[src/rtl/lpc_sync_engine.sv]
module lpc_sync_engine #(
  parameter int IO_RD_WAIT  = 3,
  parameter int IO_WR_WAIT  = 2,
  parameter int DMA_RD_WAIT = 3,
  parameter int DMA_WR_WAIT = 4,
  parameter int LONG_MAX    = 330
) (
  input  logic       clk,
  input  logic       rst_n,
  input  logic       lframe_n,
  input  logic [3:0] lad_in,
  output logic [3:0] lad_out,
  output logic       lad_oe,
  output logic       ldrq_n,
  input  logic       dec_dma,
  input  logic       dec_wr,
  input  logic [1:0] dec_size,
  input  logic       dec_slow,
  input  logic [7:0] rd_data,
  input  logic       dev_ready,
  input  logic       dev_err
);

  localparam int CW = $clog2(LONG_MAX + 1);
  localparam logic [CW-1:0] W_IORD  = CW'(IO_RD_WAIT);
  localparam logic [CW-1:0] W_IOWR  = CW'(IO_WR_WAIT);
  localparam logic [CW-1:0] W_DMARD = CW'(DMA_RD_WAIT);
  localparam logic [CW-1:0] W_DMAWR = CW'(DMA_WR_WAIT);
  localparam logic [CW-1:0] W_MAX   = CW'(LONG_MAX);
  localparam logic [3:0] C_RDY   = 4'b0000;
  localparam logic [3:0] C_SHORT = 4'b0101;
  localparam logic [3:0] C_LONG  = 4'b0110;
  localparam logic [3:0] C_ERR   = 4'b1010;
  localparam logic [3:0] C_TAR   = 4'b1111;

  typedef enum logic [2:0] {
    S_IDLE, S_START, S_HDR, S_SYNC, S_DLO, S_DHI, S_TAR1, S_TAR2
  } st_t;

  st_t           st;
  logic          is_dma, is_wr, slow, err_seen;
  logic [2:0]    left;
  logic [3:0]    hcnt;
  logic [CW-1:0] wcnt;
  logic [7:0]    dbyte;

  logic [CW-1:0] waits;
  logic [2:0]    nb_dec;
  logic [3:0]    hdr_len;
  logic          timeout, sync_err, sync_done, last, abort;
  logic [3:0]    sync_code;

  assign waits   = is_dma ? (is_wr ? W_DMAWR : W_DMARD) : (is_wr ? W_IOWR : W_IORD);
  assign nb_dec  = !dec_dma ? 3'd1 : (dec_size == 2'b11) ? 3'd4 : (dec_size == 2'b01) ? 3'd2 : 3'd1;
  assign hdr_len = (dec_dma ? 4'd2 : 4'd4) + (dec_wr ? {nb_dec, 1'b0} : 4'd0) + 4'd2;

  assign timeout   = slow && !dev_ready && (wcnt == W_MAX);
  assign sync_err  = dev_err || timeout;
  assign sync_done = sync_err || (slow ? dev_ready : (wcnt >= waits));
  assign sync_code = sync_err ? C_ERR : sync_done ? C_RDY : (is_dma ? C_SHORT : C_LONG);
  assign last      = (left == 3'd1);
  assign abort     = !lframe_n && (st != S_IDLE) && (st != S_START);

  always_comb begin
    case (st)
      S_SYNC:  lad_out = sync_code;
      S_DLO:   lad_out = dbyte[3:0];
      S_DHI:   lad_out = dbyte[7:4];
      S_TAR1:  lad_out = C_TAR;
      default: lad_out = 4'b0000;
    endcase
  end

  assign lad_oe = (st == S_SYNC) || (st == S_DLO) || (st == S_DHI) || (st == S_TAR1);
  assign ldrq_n = 1'b1;

  always_ff @(posedge clk or negedge rst_n) begin
    if (!rst_n) begin
      st       <= S_IDLE;
      is_dma   <= 1'b0;
      is_wr    <= 1'b0;
      slow     <= 1'b0;
      err_seen <= 1'b0;
      left     <= 3'd0;
      hcnt     <= 4'd0;
      wcnt     <= '0;
      dbyte    <= 8'h00;
    end else if (abort) begin
      st <= S_IDLE;
    end else begin
      case (st)
        S_IDLE:
          if (!lframe_n && lad_in == 4'b0000) st <= S_START;
        S_START:
          if (!lframe_n) begin
            st <= (lad_in == 4'b0000) ? S_START : S_IDLE;
          end else begin
            is_dma   <= dec_dma;
            is_wr    <= dec_wr;
            slow     <= dec_slow && !dec_dma;
            left     <= nb_dec;
            hcnt     <= hdr_len;
            err_seen <= 1'b0;
            st       <= S_HDR;
          end
        S_HDR:
          if (hcnt == 4'd1) begin
            wcnt <= '0;
            st   <= S_SYNC;
          end else begin
            hcnt <= hcnt - 4'd1;
          end
        S_SYNC:
          if (sync_done) begin
            err_seen <= sync_err;
            dbyte    <= rd_data;
            if (!is_wr) begin
              st <= S_DLO;
            end else if (sync_err || last) begin
              st <= S_TAR1;
            end else begin
              left <= left - 3'd1;
              wcnt <= '0;
            end
          end else begin
            wcnt <= wcnt + 1'b1;
          end
        S_DLO:
          st <= S_DHI;
        S_DHI:
          if (err_seen || last) begin
            st <= S_TAR1;
          end else begin
            left <= left - 3'd1;
            wcnt <= '0;
            st   <= S_SYNC;
          end
        S_TAR1:  st <= S_TAR2;
        default: st <= S_IDLE;
      endcase
    end
  end

  always @(posedge clk) begin
    if (!rst_n) a_r1_reset_quiet: assert (!lad_oe && ldrq_n);
  end

  a_r3_sync_legal: assert property (@(posedge clk) disable iff (!rst_n)
    (st == S_SYNC) |-> (lad_oe && (lad_out == C_RDY || lad_out == C_SHORT ||
                                   lad_out == C_LONG || lad_out == C_ERR)));

  a_r5_data_low: assert property (@(posedge clk) disable iff (!rst_n)
    (st == S_SYNC && sync_done && !is_wr && lframe_n) |=>
      (lad_oe && lad_out == $past(rd_data[3:0])));

  a_r6_tar_drive: assert property (@(posedge clk) disable iff (!rst_n)
    (st == S_DHI && lframe_n && (err_seen || last)) |=> (lad_oe && lad_out == C_TAR));

  a_r6_tar_release: assert property (@(posedge clk) disable iff (!rst_n)
    (st == S_TAR1) |=> !lad_oe);

  a_r8_wait_bound: assert property (@(posedge clk) disable iff (!rst_n)
    wcnt <= W_MAX);

  a_r10_err_stops: assert property (@(posedge clk) disable iff (!rst_n)
    (st == S_SYNC && sync_err && is_wr && lframe_n) |=> (st == S_TAR1));

  a_r11_abort_release: assert property (@(posedge clk) disable iff (!rst_n)
    abort |=> !lad_oe);

endmodule

[config.mk]
export PLATFORM = sky130hd
export DESIGN_NAME = lpc_sync_engine
export DESIGN_NICKNAME = d
export VERILOG_FILES = /design/src/rtl/lpc_sync_engine.sv
export SDC_FILE = /design/constraint.sdc
export NUM_CORES = 1
export LEC_CHECK = 0
export BUFFER_PORTS_ARGS = -buffer_cell sky130_fd_sc_hd__buf_2
export CAP_MARGIN = 20
export CORE_MARGIN = 1
export CORE_UTILIZATION = 40
export CTS_BUF_LIST = sky130_fd_sc_hd__clkbuf_8
export CTS_CLUSTER_DIAMETER = 30
export DETAILED_ROUTE_END_ITERATION = 12
export PLACE_DENSITY = 0.62
export RECOVER_POWER = 25
export SYNTH_ARGS = -nofsm -noshare
export SYNTH_HDL_FRONTEND = slang
export SYNTH_SLANG_ARGS = --single-unit
[constraint.sdc]
create_clock -name clk -period 2.83 [get_ports clk]
set_clock_uncertainty 0.15 [all_clocks]
set_input_delay 0.1415 -clock clk [delete_from_list [all_inputs] [get_ports clk]]
set_output_delay 0.1415 -clock clk [all_outputs]
set_load 0.01 [all_outputs]
# Word level (Yosys, flattened, before mapping)
# Cells that the tools add are included.
totals:
  register_bits: 31
  input_bits: 22
  output_inout_bits: 6
  elab_cells: 112
classes:
  addsub: 5
  n_lt_le_gt_ge: 1
  n_eq_ne: 25
  n_mux: 41
  bitwise_logic: 1
  reduce_logical: 30
op_table:
  columns: ["cell", "n"]
  rows:
  - ["two-way mux 3 bit", 18]
  - ["two-way mux 9 bit", 5]
  - ["case mux 9 bit (3 select lines)", 1]
  - ["case mux 3 bit (7 select lines)", 1]
  - ["two-way mux 4 bit", 4]
  - ["case mux 4 bit (4 select lines)", 1]
  - ["inequality test 3 bit, second input constant", 5]
  - ["inequality test 2 bit, second input constant", 7]
  - ["AND reduction 4 bit", 3]
  - ["adder 9 x 1 -> 9 bit, second input constant", 1]
  - ["equality test 3 bit, second input constant", 3]
  - ["equality test 9 bit, second input constant", 1]
  - ["greater-or-equal comparator 9 x 3 -> 1 bit", 1]
  - ["case mux 3 bit (3 select lines)", 1]
  - ["nonzero test 3 bit", 3]
  - ["case mux 4 bit (2 select lines)", 1]
  - ["logical OR 1 bit", 7]
  - ["AND reduction 7 bit", 1]
  - ["equality test 3 x 1 -> 1 bit, second input constant", 2]
  - ["equality test 3 x 2 -> 1 bit, second input constant", 2]
  - ["logical AND 1 bit", 6]
  - ["two-way mux 2 bit", 3]
  - ["AND reduction 3 bit", 2]
  - ["AND reduction 6 bit", 1]
  - ["other kinds (16)", 23]

# Longest topological paths before layout
# Gate-level depths: netlist (run 1).
depth:
  depth_word: 10
  mapped_depth: 10
  ltp_nobuf: 9

# Worst setup path before layout (run 1)
# No wires, ideal clock.
synth_timing:
  kind: "register -> register"
  from: "register wcnt[0]"
  to: "register left[2]"
  setup_time_ns: 0.121
  arrival_ns: 2.102
  required_time_ns: 2.559
  setup_slack_ns: 0.457
  stages_incl_launch_ff: 9
  path_buffers: 0
  period_less_slack_ns: 2.373
  cell_sequence: "dfrtp_1 inv_1 ha_1 and4b_1 a41oi_4 a41oi_1 a2111oi_4 o21ai_1 a22o_1"
synth_via:
  elab_chain_cells: 6
  elab_cells_between_ends: 10
  classes_between: "order compare: 1; eq/ne: 3; mux: 1; reduce/logical: 5"
synth_lines:
  columns: ["element", "line", "source"]
  rows:
  - ["start, declared", "44", "logic [CW-1:0] wcnt;"]
  - ["start signal, assigned", "126", "wcnt <= wcnt + 1'b1;"]
  - ["parallel branches: the longest is 5 deep, another holds greater-or-equal comparator 9 x 3 -> 1 bit", null, null]
  - ["AND reduction 7 bit (no source line) *", null, null]
  - ["end signal, assigned", "101", "left <= nb_dec;"]
  - ["end signal, assigned", "122", "left <= left - 3'd1;"]
  - ["end signal, assigned", "134", "left <= left - 3'd1;"]
  - ["end, declared", "42", "logic [2:0] left;"]
# Mark *: on every way between the ends.
# A chain may end at the register's enable or synchronous reset.

# Worst setup path in the final report (run 1)
# Ends and elaborated chain as after synthesis.

==> run summary, run 1 <==
status: finished with violations
failing checks: max-capacitance violations, max-slew violations
area leader, netlist: dfrtp_1
Boundary Pins: 28
first-pass GRT wire length: 8.53 mm
yosys warns: 0
CP Max Fanout: 7
synthesized area: 2090 µm²
sequential cell area: 776 µm²
post-synth top area share: 0.371
worst path arrival time: 2650 ps
share of cells above drive strength 1: 0.214
area of the multi-input gates: 1230 µm²
die height: 74.3 µm
Clk Latency, worst-skew pair: 280 ps
Syn Nets: 266
pwr dens: 722 nW/µm²
maximum achievable frequency: 380 MHz
critical path startpoint category: flop
largest net degree at the start of global routing: 32
commonest non-fill, non-tap cell in the layout: dfrtp_1
Std-Cell Rows: 25
setup_tns: 0 ps
Routed WL: 4.89 mm
unique cell type count in the Yosys netlist: 52
fillcell total: 468
Area Overhead vs Synth: 20.7%
initial antenna violation count: 0
RSZ-0062 raised after global routing: no
DRC: 0
number of global-route vias before repair: 1,811
final hold violations: 0
ANT nets after route: 0
IO buf count: 26
Crit. End Element: flop
EDFF count, synth: 0
post-synthesis sequential area ratio: 0.371
max-slew violations: 32
clock slew at reported path FFs: 70 ps
die area: 5520 µm²
root buf cell: clkbuf_8
gr usage total: 0.204
fraction of registers with async set/reset: 1.00
max_slew headroom: -0.154
Die X: 74.3 µm
Via-to-Cell Ratio: 5.29
Min-Delay Path Class: in -> reg
HPWL after DPL: 3.48 mm
drt first-iter violations: 165
most frequent cells in the layout: 31 x dfrtp_1, 25 x buf_2, 19 x o21ai_0, 18 x nand2_1, 17 x nor2_1
final core occ: 0.517
global route total overflow: 0
worst-margin pin slew: 1730 ps
Peak VDD IR: 0.597 mV
syn_area_per_cell: 8.97 µm²
Final period util: 0.930
htree depth: 2
GPL Wtd Cong: 0.816
DR WL/cell: 14.2 µm
CTS sink cnt: 31
core area: 4880 µm²
minimum clock period: 2630 ps
max cap viols: 1
Total Nets Final: 309
Antenna diodes: 0
CTS Buffer Depth: 2
Lkg Pwr: 1.15 nW
Seq cells post-synth: 31
final setup fails: 0
CTS tree: built
critical path data required time: 2850 ps
Initial Utilization: 0.428
Gate Count Post-Synth: 233
leading register cell type out of synthesis: dfrtp_1
First-pass DRT Iterations: 4
Inserted Clock Buffers: 5
largest cells by area after synthesis: dfrtp_1 37%, ha_1 6.6%, o31ai_1 5.7%
kind of critical path: reg -> reg
DR vias: 1,816
## metal layers
layer | GRT usage | routed length [µm] | vias to the layer above
met4 | 0.0713 | 63 | 0
li1 | - | - | 931
met3 | 0.0420 | 184 | 7
met2 | 0.325 | 2200 | 47
met5 | 0 | 0 | -
met1 | 0.276 | 2440 | 831
## layout make-up
cell class / instances / share of cell area
multi-input cells: 181 / 0.488
flip-flops and latches: 31 / 0.308
repair buffers: 45 / 0.119
well taps: 67 / 0.0333
clock buffers: 6 / 0.0328
inverters: 12 / 0.0179
clock inverters: 1 / 0.00199
## cells in the mapped netlist (2+ instances only)
cell type  count
o31ai_1       16
mux2_2         8
or3_1          2
and2_1         2
dfrtp_1       31
nor2_1        17
nand2_1       18
nand3_1       10
nor2b_1        7
inv_1         12
mux2i_1        2
a31o_2         2
xnor2_1        2
clkbuf_1       6
nor3_1         6
a22o_1         3
nand2b_1       3
o21ai_0       19
a21oi_1       16
ha_1          11
o21ai_1        2
and3_1         8
## per-stage QoR
stage                     hold slack [ps]  worst slack [ps]  total power [mW]  std cells  cell area [µm²]
final                                40.1               198              1.82        343             2520
after detailed placement             96.7               207              1.45        325             2320
after floorplan                      -304               457              1.24        233             2090
after global routing                 50.7              14.1              1.99        343             2520
after global placement               98.7               226              1.43        325             2320
after CTS                            30.6               187              1.82        343             2510
## cells by family (layout without fill, tap and decap cells)
group	Yosys count	count (layout)	synth area share
muxes	10	10	0.0527
xor gates and xnor gates	3	3	0.0126
buffers and inverters	21	64	0.0437
DFF	31	31	0.371
other	1	1	0.00179
adders and majority gates	11	11	0.0659
AOI/OAI and AO/OA	71	71	0.242
and+or+nand+nor	85	85	0.210
## registers in the layout, summed over array words and instances, names as in the netlist
register,count
dbyte,8
err_seen,1
hcnt,4
is_dma,1
is_wr,1
left,3
slow,1
st,3
wcnt,9
## worst max-delay path: stages, from the launching register on
cell and delay (ps):
dfrtp_1 430, inv_1 90, ha_1 200, and4b_1 220, a41oi_4 320, a41oi_1 220
a2111oi_4 530, o21ai_1 120, a22o_1 240
## path summary, 6_finish.rpt
check / start / endpoint / slack [ps] / cells after the start
max: wcnt[0]$_DFFE_PN0P_ / left[2]$_DFFE_PN0P_ / 200 / 8
min: lframe_n / st[1]$_DFFE_PN0P_ / 40 / 3
max reg2reg: wcnt[0]$_DFFE_PN0P_ / left[2]$_DFFE_PN0P_ / 200 / 8
min reg2reg: dbyte[3]$_DFFE_PN0P_ / dbyte[3]$_DFFE_PN0P_ / 350 / 1
max in group asynchronous: rst_n / dbyte[1]$_DFFE_PN0P_ / 820 / 2
min in group asynchronous: rst_n / wcnt[4]$_DFFE_PN0P_ / 700 / 2
## power by group
group	internal [mW]	leakage [nW]	switching (mW)
Clock	0.191	0.0470	0.165
Combinational	0.339	0.700	0.433
Sequential	0.587	0.402	0.107
## repair_timing
action                     CTS  global route
hold endpoints to repair    41             0
hold buffers                11             0
setup endpoints to repair    0             1
gates resized for setup      0             1
buffers inserted             0             0
Power figures use the tool's default switching activity.
==> run 2: changes to the inputs <==
--- a/config.mk
+++ b/config.mk
@@ -9,9 +9,9 @@
 export CAP_MARGIN = 20
 export CORE_MARGIN = 1
-export CORE_UTILIZATION = 40
+export CORE_UTILIZATION = 30
 export CTS_BUF_LIST = sky130_fd_sc_hd__clkbuf_8
 export CTS_CLUSTER_DIAMETER = 30
 export DETAILED_ROUTE_END_ITERATION = 12
-export PLACE_DENSITY = 0.62
+export PLACE_DENSITY = 0.5
 export RECOVER_POWER = 25
 export SYNTH_ARGS = -nofsm -noshare
--- a/constraint.sdc
+++ b/constraint.sdc
@@ -3,3 +3,3 @@
 set_input_delay 0.1415 -clock clk [delete_from_list [all_inputs] [get_ports clk]]
 set_output_delay 0.1415 -clock clk [all_outputs]
-set_load 0.01 [all_outputs]
+set_load 0.05 [all_outputs]
==> run summary, run 2 (same netlist as run 1, synthesis figures left out) <==
Via-to-Cell Ratio: 5.19
fillcell total: 709
worst-margin pin slew: 1800 ps
Logic pwr share: 0.397
Inserted Clock Buffers: 5
Initial Utilization: 0.309
status: finished with violations
CTS sink cnt: 31
root buf cell: clkbuf_8
share of cells above drive strength 1: 0.219
gr usage total: 0.149
final core occ: 0.384
placed insts: 340
pwr dens: 778 nW/µm²
final hold violations: 0
Crit. End Element: output pin
Peak VDD IR: 0.232 mV
drt first-iter violations: 75
global route total overflow: 0
failing checks: max-capacitance violations, max-slew violations
initial antenna violation count: 0
critical path data required time: 2540 ps
DR vias: 1,862
max-slew violations: 32
Boundary Pins: 28
Clock power frac: 0.258
Worst path max stage delay: 420 ps
top flop regs: wcnt (9), dbyte (8), hcnt (4)
IO buf count: 26
sequential share of power: 0.345
Std-Cell Rows: 30
critical-path cell list: inv_1 > ha_1 > and4b_1 > a41oi_4 > and2_4 > nand2_2 > o221ai_1 > buf_4
Routed WL: 5.04 mm
sw frac: 0.364
internal power: 1.28 mW
Antenna diodes: 0
core area: 6760 µm²
CTS Buffer Depth: 2
Min-Delay Path Class: in -> reg
number of global-route vias before repair: 1,748
final setup fails: 0
commonest non-fill, non-tap cell in the layout: dfrtp_1
First-pass DRT Iterations: 4
kind of critical path: reg -> out
DR WL/cell: 14.0 µm
largest net degree at the start of global routing: 32
critical path startpoint category: flop
post-route design area: 2590 µm²
worst path arrival time: 2330 ps
Die X: 85.5 µm
Crit-path slowest cell: dfrtp_1
CP Max Fanout: 8
number of flip-flops in the largest register: 9
DP Area: 2350 µm²
setup_tns: 0 ps
CTS tree: built
htree depth: 2
final cell count without fillers: 359
minimum clock period: 2620 ps
most frequent cells in the layout: 31 x dfrtp_1, 24 x buf_2, 19 x o21ai_0, 18 x nand2_1, 17 x nor2_1
clock slew at reported path FFs: 70 ps
RSZ-0062 raised after global routing: no
die height: 85.5 µm
max cap viols: 1
switching power: 0.733 mW
maximum achievable frequency: 381 MHz
DRC: 0
Clk Latency, worst-skew pair: 290 ps
HPWL after DPL: 3.71 mm
Lkg Pwr: 1.18 nW
Total Nets Final: 311
ANT nets after route: 0
Largest Register: wcnt
Final period util: 0.927
worst path bufs/invs: 2
CP top delay family: simple AND/OR/NAND/NOR gates
Area Overhead vs Synth: 24.1%
GPL Wtd Cong: 0.809
first-pass GRT wire length: 8.55 mm
max_slew headroom: -0.203
die area: 7300 µm²
## run 2: changes by cell type in the layout (fill, tap and decap cells not counted)
cell,previous run,this run
buf_2,25,24
buf_4,8,11
bufinv_16,0,2
clkbuf_8,6,5
clkinv_2,1,0
inv_1,12,13
o21bai_2,0,1
o21bai_4,1,0
## run 2: area by class of cell
cell class | instances | area [µm²] | share of cell area
well taps | 80 | 100 | 0.0386
clock buffers | 5 | 68.8 | 0.0265
clock inverters | 3 | 63.8 | 0.0246
repair buffers | 47 | 317 | 0.122
flip-flops and latches | 31 | 776 | 0.299
inverters | 12 | 45.0 | 0.0174
multi-input cells | 181 | 1220 | 0.472
## run 2: final timing paths
check                                     startpoint                   end  slack, ps  cells after the start
worst min-delay path                         dec_dma    is_dma$_DFFE_PN0P_         30                      2
worst max-delay path             wcnt[0]$_DFFE_PN0P_            lad_out[1]        210                      8
min in group asynchronous                      rst_n   wcnt[3]$_DFFE_PN0P_        730                      2
max in group asynchronous                      rst_n   hcnt[3]$_DFFE_PN0P_        760                      2
worst min register to register  dbyte[3]$_DFFE_PN0P_  dbyte[3]$_DFFE_PN0P_        360                      1
worst max register to register   wcnt[0]$_DFFE_PN0P_   left[2]$_DFFE_PN0P_        230                      8
## run 2: through the flow
step	hold slack (ps)	power, mW	worst slack (ps)
finish	33.3	2.02	207
global route	38.3	2.19	5.24
detailed placement	106	1.50	236
floorplan	-304	1.27	219
CTS	27.9	2.05	126
global placement	119	1.50	303
## run 2: power by group through the flow
| stage | clock, mW | combinational (mW) | sequential [mW] |
|---|---|---|---|
| after floorplan | 0 | 0.597 | 0.672 |
| after global placement | 0 | 0.791 | 0.705 |
| after detailed placement | 0 | 0.793 | 0.705 |
| after CTS | 0.539 | 0.808 | 0.698 |
| after global routing | 0.559 | 0.915 | 0.718 |
| final | 0.521 | 0.800 | 0.696 |
## run 2: what timing repair did
action,in CTS,in global routing
endpoints found under the hold margin,41,0
hold buffers,11,0
gates resized for setup,0,2
buffers inserted,0,0
setup endpoints to repair,0,1
## run 2: routing by layer
metal,vias up,share of wire,global-route usage
met5,-,0,0
met4,0,0.014,0.0545
met3,7,0.032,0.0302
met2,36,0.46,0.228
met1,879,0.49,0.207
li1,940,-,-
==> run 3: changes to the inputs <==
==> constraint.sdc (replaced) <==
create_clock -name clk -period 2.83 [get_ports clk]
set_clock_uncertainty 0.15 [all_clocks]
set_input_delay 0.283 -clock clk [delete_from_list [all_inputs] [get_ports clk]]
set_output_delay 0.283 -clock clk [all_outputs]
set_load 0.05 [all_outputs]
==> run summary, run 3 (same netlist as run 1, synthesis figures left out) <==
status: finished with violations
failing checks: max-capacitance violations, max-slew violations
critical path data required time: 2400 ps
Boundary Pins: 28
Logic pwr share: 0.428
final setup fails: 0
max_slew headroom: -0.149
CTS sink cnt: 31
max-slew violations: 32
ANT nets after route: 0
number of global-route vias before repair: 1,788
Place WS: 228 ps
first-pass GRT wire length: 8.76 mm
worst setup margin: 180 ps
Worst path max stage delay: 420 ps
initial antenna violation count: 0
sequential share of power: 0.346
critical-path cell list: nand2_1 > inv_1 > ha_1 > nand2_1 > o21ai_1 > o21bai_4 > buf_4 > a32o_1 > buf_2
Largest Register: wcnt
CP Max Fanout: 6
DRC: 0
Crit. End Element: output pin
pwr dens: 796 nW/µm²
final core occ: 0.376
reg-to-reg startpoint: is_dma$_DFFE_PN0P_
fillcell total: 712
Antenna diodes: 0
largest net degree at the start of global routing: 32
sw frac: 0.378
Routed WL: 5.12 mm
Peak VDD IR: 0.347 mV
most frequent cells in the layout: 31 x dfrtp_1, 24 x buf_2, 19 x o21ai_0, 18 x nand2_1, 18 x buf_4
top flop regs: wcnt (9), dbyte (8), hcnt (4)
max cap viols: 1
gr usage total: 0.152
number of flip-flops in the largest register: 9
Initial Utilization: 0.309
critical path startpoint category: flop
DR vias: 1,849
CTS Buffer Depth: 2
DR WL/cell: 14.4 µm
Clk Latency, worst-skew pair: 280 ps
Final period util: 0.936
Reg2Reg Setup Slack: 250 ps
Std-Cell Rows: 30
clock slew at reported path FFs: 70 ps
commonest non-fill, non-tap cell in the layout: dfrtp_1
worst setup path startpoint: is_dma$_DFFE_PN0P_
kind of critical path: reg -> out
worst-margin pin slew: 1720 ps
Crit-path slowest cell: dfrtp_1
share of cells above drive strength 1: 0.254
IO buf count: 26
post-route design area: 2540 µm²
min-delay src: rd_data[6]
die height: 85.5 µm
global route total overflow: 0
final hold violations: 0
worst path arrival time: 2220 ps
final cell count without fillers: 356
First-pass DRT Iterations: 4
core area: 6760 µm²
DP Area: 2330 µm²
Clock power frac: 0.226
placed insts: 337
maximum achievable frequency: 377 MHz
HPWL after DPL: 3.65 mm
drt first-iter violations: 69
total power draw: 2.02 mW
area of the multi-input gates: 1240 µm²
htree depth: 2
Area Overhead vs Synth: 21.7%
GPL Wtd Cong: 0.779
die area: 7300 µm²
Via-to-Cell Ratio: 5.19
Total Nets Final: 308
sequential cell area: 776 µm²
minimum clock period: 2650 ps
Die X: 85.5 µm
root buf cell: clkbuf_8
Most common cell on crit path: nand2_1
CTS tree: built
switching power: 0.765 mW
internal power: 1.26 mW
Lkg Pwr: 1.17 nW
Inserted Clock Buffers: 5
Min-Delay Path Class: in -> reg
run 3: power groups by stage:
stage / clock network, mW / logic, mW / registers [mW]
finish: 0.457 / 0.866 / 0.701
global route: 0.503 / 0.973 / 0.725
CTS: 0.478 / 0.792 / 0.703
detailed placement: 0 / 0.777 / 0.707
global placement: 0 / 0.774 / 0.707
floorplan: 0 / 0.597 / 0.672
run 3: per-stage QoR:
step	hold WS, ps	setup TNS (ps)
after floorplan	-163	0
after global placement	242	0
after detailed placement	245	0
after CTS	41.4	0
after global routing	72.9	-5.33
final	55.5	0
run 3: final cells by class:
cell class / count / share of cell area
multi-input combinational: 181 / 0.486
sequential: 31 / 0.305
timing repair buffer: 44 / 0.106
tap: 80 / 0.0394
clock buffer: 6 / 0.0325
inverter: 12 / 0.0177
clock inverter: 2 / 0.0138
run 3: routing by layer:
layer  track usage  vias up  routed length (µm)
li1              -      933                   -
met1         0.207      877                2550
met2         0.239       34                2380
met3        0.0292        5                 128
met4        0.0591        0                  61
met5             0        -                   0
run 3: critical path: cells and delay by family (launching register included):
| family | cells | cell delay, ps |
|---|---|---|
| buf+inv | 3 | 410 |
| flops | 1 | 420 |
| simple gates | 2 | 150 |
| fa+ha+maj | 1 | 260 |
| compound gates | 3 | 680 |
run 3: path summary, 6_finish.rpt:
| kind | to | cells after the start |
|---|---|---|
| worst max-delay path | lad_out[0] | 9 |
| worst min-delay path | dbyte[6]$_DFFE_PN0P_ | 3 |
| worst max register to register | left[2]$_DFFE_PN0P_ | 10 |
| worst min register to register | dbyte[3]$_DFFE_PN0P_ | 1 |
| max in group asynchronous | st[0]$_DFFE_PN0P_ | 2 |
| min in group asynchronous | wcnt[3]$_DFFE_PN0P_ | 2 |
run 3: repair_timing:
item	4_1_cts	5_1_grt
resized for setup	2	1
pin swaps	0	3
setup endpoints to repair	1	1
endpoints found under the hold margin	31	0
setup buffers	0	10
hold buffers	1	0
